### config.mk
export PLATFORM = sky130hd
export DESIGN_NAME = sio_cfg_port
export DESIGN_NICKNAME = d
export VERILOG_FILES = /design/src/rtl/sio_pkg.sv /design/src/rtl/sio_addr_dec.sv /design/src/rtl/sio_key_fsm.sv /design/src/rtl/sio_cfg_regs.sv /design/src/rtl/sio_cfg_port.sv
export SDC_FILE = /design/constraint.sdc
export NUM_CORES = 1
export LEC_CHECK = 0
export ABC_AREA = 1
export BUFFER_PORTS_ARGS = -buffer_cell sky130_fd_sc_hd__buf_4
export CORE_ASPECT_RATIO = 0.9
export CORE_MARGIN = 3
export CORE_UTILIZATION = 40
export CTS_CLUSTER_DIAMETER = 80
export DETAILED_ROUTE_END_ITERATION = 6
export GPL_ROUTABILITY_DRIVEN = 1
export PLACE_DENSITY = 0.64
export SETUP_SLACK_MARGIN = 0.15
export SLEW_MARGIN = 20
export SYNTH_ARGS = -nofsm -noshare
export SYNTH_HDL_FRONTEND = slang
export SYNTH_HIERARCHICAL = 1
export SYNTH_SLANG_ARGS = --single-unit
### constraint.sdc
create_clock -name clk -period 2.1 [get_ports clk]
set_input_delay 0.315 -clock clk [delete_from_list [all_inputs] [get_ports clk]]
set_output_delay 0.315 -clock clk [all_outputs]
set_load 0.02 [all_outputs]
### src/rtl/sio_pkg.sv
package sio_pkg;

    typedef enum logic [2:0] {
        K_LOCKED = 3'd0,
        K_SEEN1  = 3'd1,
        K_SEEN2  = 3'd2,
        K_SEEN3  = 3'd3,
        K_OPEN   = 3'd4
    } key_state_t;

    localparam logic [7:0] KEY_FIRST  = 8'h87;
    localparam logic [7:0] KEY_SECOND = 8'h01;
    localparam logic [7:0] KEY_THIRD  = 8'h55;
    localparam logic [7:0] REG_EXIT   = 8'h02;
    localparam logic [7:0] VAL_EXIT   = 8'h02;
    localparam logic [7:0] REG_LDN    = 8'h07;
    localparam logic [7:0] REG_ID_HI  = 8'h20;
    localparam logic [7:0] REG_ID_LO  = 8'h21;
    localparam logic [7:0] REG_FCTL   = 8'h24;
    localparam logic [7:0] REG_FB_HI  = 8'h64;
    localparam logic [7:0] REG_FB_LO  = 8'h65;
    localparam logic [7:0] BYTE_IDLE  = 8'hFF;

    // The final unlock byte depends on which base port the chip answers at.
    function automatic logic [7:0] key_last(input logic [15:0] base);
        return (base == 16'h002E) ? 8'h55 : 8'hAA;
    endfunction

endpackage

### src/rtl/sio_addr_dec.sv
module sio_addr_dec #(
    parameter int          ADDR_W    = 16,
    parameter logic [15:0] BASE_PORT = 16'h002E
) (
    input  logic [ADDR_W-1:0] addr,
    output logic              hit_idx,
    output logic              hit_dat
);
    localparam logic [ADDR_W-1:0] IDX_ADDR = ADDR_W'(BASE_PORT);
    localparam logic [ADDR_W-1:0] DAT_ADDR = ADDR_W'(BASE_PORT + 16'd1);

    always_comb begin
        hit_idx = (addr == IDX_ADDR);
        hit_dat = (addr == DAT_ADDR);
    end
endmodule

### src/rtl/sio_key_fsm.sv
module sio_key_fsm
    import sio_pkg::*;
#(
    parameter logic [7:0] LAST_KEY = 8'h55
) (
    input  logic       clk,
    input  logic       rst_n,
    input  logic       idx_wr,
    input  logic       dat_wr,
    input  logic [7:0] wdata,
    input  logic [7:0] cur_index,
    output logic       unlocked
);
    key_state_t state, state_nxt;

    // Matcher step: advance on the expected byte, restart on 0x87, else abort.
    function automatic key_state_t step(input logic [7:0] expect_b,
                                        input key_state_t advance_to,
                                        input logic [7:0] b);
        if (b == expect_b)       return advance_to;
        else if (b == KEY_FIRST) return K_SEEN1;
        else                     return K_LOCKED;
    endfunction

    always_ff @(posedge clk) begin
        if (!rst_n) state <= K_LOCKED;
        else        state <= state_nxt;
    end

    always_comb begin
        state_nxt = state;
        unique case (state)
            K_LOCKED: if (idx_wr) state_nxt = step(KEY_FIRST,  K_SEEN1, wdata);
            K_SEEN1:  if (idx_wr) state_nxt = step(KEY_SECOND, K_SEEN2, wdata);
            K_SEEN2:  if (idx_wr) state_nxt = step(KEY_THIRD,  K_SEEN3, wdata);
            K_SEEN3:  if (idx_wr) state_nxt = step(LAST_KEY,   K_OPEN,  wdata);
            K_OPEN:   if (dat_wr && cur_index == REG_EXIT && wdata == VAL_EXIT)
                          state_nxt = K_LOCKED;
            default:  state_nxt = K_LOCKED;
        endcase
    end

    always_comb begin
        unlocked = (state == K_OPEN);
    end
endmodule

### src/rtl/sio_cfg_regs.sv
module sio_cfg_regs
    import sio_pkg::*;
#(
    parameter logic [7:0]  CTL_RESET   = 8'h0E,
    parameter logic [15:0] FBASE_RESET = 16'h0820,
    parameter logic [15:0] CHIP_ID     = 16'h8716,
    parameter logic [7:0]  FLASH_LDN   = 8'h07
) (
    input  logic        clk,
    input  logic        rst_n,
    input  logic        unlocked,
    input  logic        idx_wr,
    input  logic        dat_wr,
    input  logic        idx_rd,
    input  logic        dat_rd,
    input  logic        any_rd,
    input  logic [7:0]  wdata,
    output logic [7:0]  rdata,
    output logic [7:0]  cfg_index,
    output logic [7:0]  cfg_ldn,
    output logic [7:0]  flash_ctl,
    output logic [15:0] flash_base
);
    logic       ldn_is_flash;
    logic [7:0] reg_val;
    logic [7:0] rd_val;

    always_comb begin
        ldn_is_flash = (cfg_ldn == FLASH_LDN);
    end

    always_comb begin
        unique case (cfg_index)
            REG_LDN:   reg_val = cfg_ldn;
            REG_ID_HI: reg_val = CHIP_ID[15:8];
            REG_ID_LO: reg_val = CHIP_ID[7:0];
            REG_FCTL:  reg_val = flash_ctl;
            REG_FB_HI: reg_val = ldn_is_flash ? flash_base[15:8] : 8'h00;
            REG_FB_LO: reg_val = ldn_is_flash ? flash_base[7:0]  : 8'h00;
            default:   reg_val = 8'h00;
        endcase
    end

    always_comb begin
        if (idx_rd)      rd_val = unlocked ? cfg_index : BYTE_IDLE;
        else if (dat_rd) rd_val = unlocked ? reg_val   : BYTE_IDLE;
        else             rd_val = BYTE_IDLE;
    end

    always_ff @(posedge clk) begin
        if (!rst_n) begin
            cfg_index  <= 8'h00;
            cfg_ldn    <= 8'h00;
            flash_ctl  <= CTL_RESET;
            flash_base <= FBASE_RESET;
            rdata      <= 8'h00;
        end else begin
            if (any_rd) rdata <= rd_val;
            if (unlocked && idx_wr) cfg_index <= wdata;
            if (unlocked && dat_wr) begin
                unique case (cfg_index)
                    REG_LDN:   cfg_ldn   <= wdata;
                    REG_FCTL:  flash_ctl <= wdata;
                    REG_FB_HI: if (ldn_is_flash) flash_base[15:8] <= wdata;
                    REG_FB_LO: if (ldn_is_flash) flash_base[7:0]  <= wdata;
                    default:   ;
                endcase
            end
        end
    end
endmodule

### src/rtl/sio_cfg_port.sv
module sio_cfg_port
    import sio_pkg::*;
#(
    parameter int          ADDR_W      = 16,
    parameter logic [15:0] BASE_PORT   = 16'h002E,
    parameter logic [7:0]  CTL_RESET   = 8'h0E,
    parameter logic [15:0] FBASE_RESET = 16'h0820,
    parameter logic [15:0] CHIP_ID     = 16'h8716,
    parameter logic [7:0]  FLASH_LDN   = 8'h07
) (
    input  logic              clk,
    input  logic              rst_n,
    input  logic              io_wr,
    input  logic              io_rd,
    input  logic [ADDR_W-1:0] io_addr,
    input  logic [7:0]        io_wdata,
    output logic [7:0]        io_rdata,
    output logic              unlocked,
    output logic [7:0]        flash_ctl,
    output logic [2:0]        flash_win_en,
    output logic              flash_wr_en,
    output logic              flash_pin_alt,
    output logic [15:0]       flash_base
);
    localparam logic [7:0] LAST_KEY = key_last(BASE_PORT);

    logic       hit_idx, hit_dat;
    logic       idx_wr, dat_wr, idx_rd, dat_rd;
    logic [7:0] cfg_index, cfg_ldn;

    sio_addr_dec #(.ADDR_W(ADDR_W), .BASE_PORT(BASE_PORT)) u_dec (
        .addr    (io_addr),
        .hit_idx (hit_idx),
        .hit_dat (hit_dat)
    );

    always_comb begin
        idx_wr = io_wr & hit_idx;
        dat_wr = io_wr & hit_dat;
        idx_rd = io_rd & hit_idx;
        dat_rd = io_rd & hit_dat;
    end

    sio_key_fsm #(.LAST_KEY(LAST_KEY)) u_fsm (
        .clk       (clk),
        .rst_n     (rst_n),
        .idx_wr    (idx_wr),
        .dat_wr    (dat_wr),
        .wdata     (io_wdata),
        .cur_index (cfg_index),
        .unlocked  (unlocked)
    );

    sio_cfg_regs #(
        .CTL_RESET   (CTL_RESET),
        .FBASE_RESET (FBASE_RESET),
        .CHIP_ID     (CHIP_ID),
        .FLASH_LDN   (FLASH_LDN)
    ) u_regs (
        .clk        (clk),
        .rst_n      (rst_n),
        .unlocked   (unlocked),
        .idx_wr     (idx_wr),
        .dat_wr     (dat_wr),
        .idx_rd     (idx_rd),
        .dat_rd     (dat_rd),
        .any_rd     (io_rd),
        .wdata      (io_wdata),
        .rdata      (io_rdata),
        .cfg_index  (cfg_index),
        .cfg_ldn    (cfg_ldn),
        .flash_ctl  (flash_ctl),
        .flash_base (flash_base)
    );

    always_comb begin
        flash_win_en  = flash_ctl[3:1];
        flash_wr_en   = flash_ctl[4];
        flash_pin_alt = flash_ctl[5];
    end
endmodule

==> reports/qor.log <==
[power_and_ir_drop] cell internal pwr 1.40 mW
[clock_tree] Sinks on Clock Net 51
[routing] first-pass iteration count of the detailed router 7
[clock_tree] clock root buffer sky130_fd_sc_hd__clkbuf_8
[clock_tree] clock latency of the later-clocked register in the worst-skew pair 300 ps
[die] total core area 7110 um^2
[global_route] Tot GR Track Use 0.201
[routing] met3 wire len 383 um
[finish] Layout Utilization 0.502
[sta] Finish-stage setup viols 0
[sta] fin. max-slew vios 0
[synthesis] synthesized net count 472
[clock_tree] Bufs on Longest Clock Path 2
[routing] wire per inst 13.6 um
[clock_tree] number of buffers created by CTS 5
[global_route] total grt overflow 0
[die] number of top-level pins 66
[critical_path] slowest CP cell sky130_fd_sc_hd__dfxtp_1
[routing] DR DRC count 0
[power_and_ir_drop] sw frac 0.242
[power_and_ir_drop] clock network fraction of total power 0.381
[power_and_ir_drop] power density over cell area 519 nW/um^2
[power_and_ir_drop] largest voltage drop on the vdd net 0.367 mV
[finish] area growth from synthesis to layout 21.4%
[clock_tree] clock transition time at the flip-flop clock pins of the worst setup and hold paths 100 ps
[critical_path] biggest fanout along the worst timing path 16
[synthesis] number of synthesis warnings 6
[place] detailed-placement wirelength estimate 6.24 mm
[synthesis] flip-flop and latch count after synthesis 51
[finish] diode count 0
[sta] ratio of final minimum period to clock period 0.833
[routing] first-iteration detailed-routing DRC count 196
[synthesis] post-synthesis instance total 444
[run] Max Cap Viol 0
[global_route] global-route wire length before repair 13.3 mm
[synthesis] Netlist cell types 28
[synthesis] synthesized cell area 2940 um^2
[power_and_ir_drop] switching component of the power 0.448 mW
[routing] number of vias after detailed routing 2928
[worst_hold_path] worst min-delay path class in2reg
[critical_path] worst endpoint data arrival time 1940 ps
[synthesis] mean instance size in the synthesized netlist 6.63 um^2
[sta] worst-margin pin slew 447 ps
[die] Die Width 96.4 um
[routing] number of nets with antenna violations after detailed routing 0
[synthesis] Seq/Total Area, Yosys 0.347
[global_route] maximum number of pins on one net before global-route repair 28
[die] die area 8430 um^2
[finish] number of nets in the layout 530
[place] final RePlAce weighted congestion 0.875
[critical_path] worst path required time 2290 ps
[routing] top layer used by detailed routing met4
[sta] Max Fclk 572 MHz
[sta] Slew headroom 0.701
[critical_path] crit-path cells inv_1, nand2_1, nor2_1, nand2_1, inv_1, nand3_2, o21ai_0, a21oi_1
[die] die boundary height 87.4 um
[outcome] outcome finished clean
[routing] wirelength, routed 8.12 mm
[power_and_ir_drop] fraction of power consumed by sequential logic 0.530
[die] placement row count 29
[sta] final setup TNS 0 ps
[power_and_ir_drop] Leak Pwr 1.81 nW
[routing] met1 WL 4.10 mm
[place] count of input and output buffers 65
[clock_tree] total setup buffers inserted after CTS 0
[sta] Setup WS post-layout 352 ps
[critical_path] kind of end point of the critical path flop
[finish] Fill cells 765
[global_route] via count of the first global-routing pass 2711
[routing] via density per instance 4.91
[sta] time the worst path needs with I/O delays and setup 1750 ps
[critical_path] type of the setup path with the least slack reg2reg
[clock_tree] hold buffer count at CTS 0
[clock_tree] CTS tree done
[place] dpl ws 185 ps
[critical_path] CP peak stage delay 350 ps
[critical_path] CP startpoint kind flop
[routing] met2 wire length 3.58 mm
[global_route] initial antenna violation count 0
[clock_tree] CTS HTree Levels 2
[sta] unrepaired setup endpoints after global routing false
[finish] fraction of final layout cells with drive strength greater than 1 0.229
[clock_tree] number of gates resized after CTS 0
[die] initial cell density of the core 0.414
[sta] worst clock skew 10.9 ps
[sta] final-report hold violation count 0
[power_and_ir_drop] fraction of power consumed by combinational cells 0.089
-- through the flow --
stage	instance area [um^2]	cells	power, mW	hold WS (ps)
after floorplan	2940	444	1.08	440
final	3570	596	1.85	298
after detailed placement	3460	588	1.17	459
after CTS	3570	596	1.88	290
after global routing	3570	596	1.93	286
after global placement	3460	588	1.17	459
-- cell families (layout without fill, tap and decap cells) --
family | after synthesis | after routing | share of synthesized area
simple gates | 203 | 203 | 0.344
compound gates | 97 | 97 | 0.173
buf+inv | 93 | 152 | 0.136
flops | 51 | 51 | 0.347
-- power groups by stage --
stage | combinational (mW) | sequential [mW] | clock, mW
6_report | 0.166 | 0.982 | 0.706
5_1_grt | 0.183 | 0.984 | 0.762
4_1_cts | 0.166 | 0.982 | 0.728
3_5_place_dp | 0.165 | 1.00 | 0
3_3_place_gp | 0.164 | 1.00 | 0
2_1_floorplan | 0.0625 | 1.02 | 0
-- synthesized netlist by cell type --
| master | n | area, um^2 |
|---|---|---|
| sky130_fd_sc_hd__nand2_4 | 6 | 67.6 |
| sky130_fd_sc_hd__clkbuf_1 | 6 | 22.5 |
| sky130_fd_sc_hd__o21ai_1 | 11 | 55.1 |
| sky130_fd_sc_hd__clkinv_1 | 1 | 3.75 |
| sky130_fd_sc_hd__nand2_1 | 100 | 375 |
| sky130_fd_sc_hd__buf_4 | 6 | 45.0 |
| sky130_fd_sc_hd__inv_2 | 9 | 33.8 |
| sky130_fd_sc_hd__nand4_2 | 1 | 12.5 |
| sky130_fd_sc_hd__o21ai_0 | 36 | 180 |
| sky130_fd_sc_hd__buf_2 | 3 | 15.0 |
| sky130_fd_sc_hd__nor2_8 | 5 | 100 |
| sky130_fd_sc_hd__nand2_2 | 1 | 6.26 |
| sky130_fd_sc_hd__inv_1 | 65 | 244 |
| sky130_fd_sc_hd__nor3_1 | 2 | 10.0 |
| sky130_fd_sc_hd__dfxtp_1 | 51 | 1020 |
| sky130_fd_sc_hd__buf_6 | 2 | 22.5 |
| sky130_fd_sc_hd__nor2_2 | 4 | 25.0 |
| sky130_fd_sc_hd__a21oi_2 | 5 | 43.8 |
| sky130_fd_sc_hd__nor2_1 | 42 | 158 |
| sky130_fd_sc_hd__nand4_4 | 1 | 21.3 |
| sky130_fd_sc_hd__nand3_1 | 34 | 170 |
| sky130_fd_sc_hd__a21oi_1 | 44 | 220 |
| sky130_fd_sc_hd__nand3_2 | 1 | 10.0 |
| sky130_fd_sc_hd__nor2_4 | 4 | 45.0 |
| sky130_fd_sc_hd__o21ai_2 | 1 | 8.76 |
| sky130_fd_sc_hd__nand4_1 | 1 | 6.26 |
| sky130_fd_sc_hd__or2_1 | 1 | 6.26 |
| sky130_fd_sc_hd__buf_8 | 1 | 15.0 |
-- layout make-up --
class                      count  area (um^2)  area share
multi-input combinational    300         1520       0.426
sequential                    51         1020       0.286
timing repair buffer          69          518       0.145
inverter                      75          282      0.0788
tap                           93          116      0.0326
clock buffer                   5         68.8      0.0193
clock inverter                 3         46.3      0.0130
-- flip-flops by register name (all words and copies together), names as in the netlist --
name / cells
u_regs/cfg_ldn: 8
u_regs/flash_base: 16
u_fsm/state: 3
u_regs/flash_ctl: 8
u_regs/cfg_index: 8
u_regs/rdata: 8
-- critical path, delay by kind of cell, from the launching register on --
family,cells,cell delay [ps]
AOI/OAI and AO/OA,2,400
buffers and inverters,2,220
DFF,1,350
and+or+nand+nor,4,660
-- worst paths after layout --
check	cells after the start	slack, ps	end	start
max reg2reg	8	350	u_regs/cfg_ldn[7]$_SDFFE_PN0P_	u_fsm/state[0]$_SDFFE_PN0P_
min	2	300	u_regs/flash_base[11]$_SDFFE_PN1P_	rst_n
min reg2reg	2	470	u_regs/rdata[1]$_SDFFE_PN0P_	u_regs/rdata[1]$_SDFFE_PN0P_
max	8	350	u_regs/cfg_ldn[7]$_SDFFE_PN0P_	u_fsm/state[0]$_SDFFE_PN0P_
-- placed cells by master, fill, tap and decap left out --
cell type,Yosys,layout
sky130_fd_sc_hd__nor2_1,42,42
sky130_fd_sc_hd__inv_6,0,1
sky130_fd_sc_hd__dfxtp_1,51,51
sky130_fd_sc_hd__nand3_1,34,34
sky130_fd_sc_hd__nand2_2,1,1
sky130_fd_sc_hd__buf_4,6,69
sky130_fd_sc_hd__nand2_1,100,100
sky130_fd_sc_hd__nand4_4,1,1
sky130_fd_sc_hd__nor3_1,2,2
sky130_fd_sc_hd__or2_1,1,1
sky130_fd_sc_hd__nand4_1,1,1
sky130_fd_sc_hd__clkinv_1,1,1
sky130_fd_sc_hd__nand4_2,1,1
sky130_fd_sc_hd__nand3_2,1,1
sky130_fd_sc_hd__nand2_4,6,6
sky130_fd_sc_hd__o21ai_1,11,11
sky130_fd_sc_hd__nor2_2,4,4
sky130_fd_sc_hd__a21oi_2,5,5
sky130_fd_sc_hd__clkinvlp_4,0,1
sky130_fd_sc_hd__nor2_8,5,5
sky130_fd_sc_hd__a21oi_1,44,44
sky130_fd_sc_hd__clkbuf_8,0,5
sky130_fd_sc_hd__inv_2,9,9
sky130_fd_sc_hd__o21ai_0,36,36
sky130_fd_sc_hd__inv_1,65,65
sky130_fd_sc_hd__o21ai_2,1,1
sky130_fd_sc_hd__nor2_4,4,4
sky130_fd_sc_hd__bufinv_16,0,1
-- per-layer routing --
layer	vias up	global-route usage
li1	1511	-
met1	1333	0.303
met2	78	0.305
met3	6	0.0328
met4	0	0.0331
met5	-	0
(Power assumes the default switching activity.)
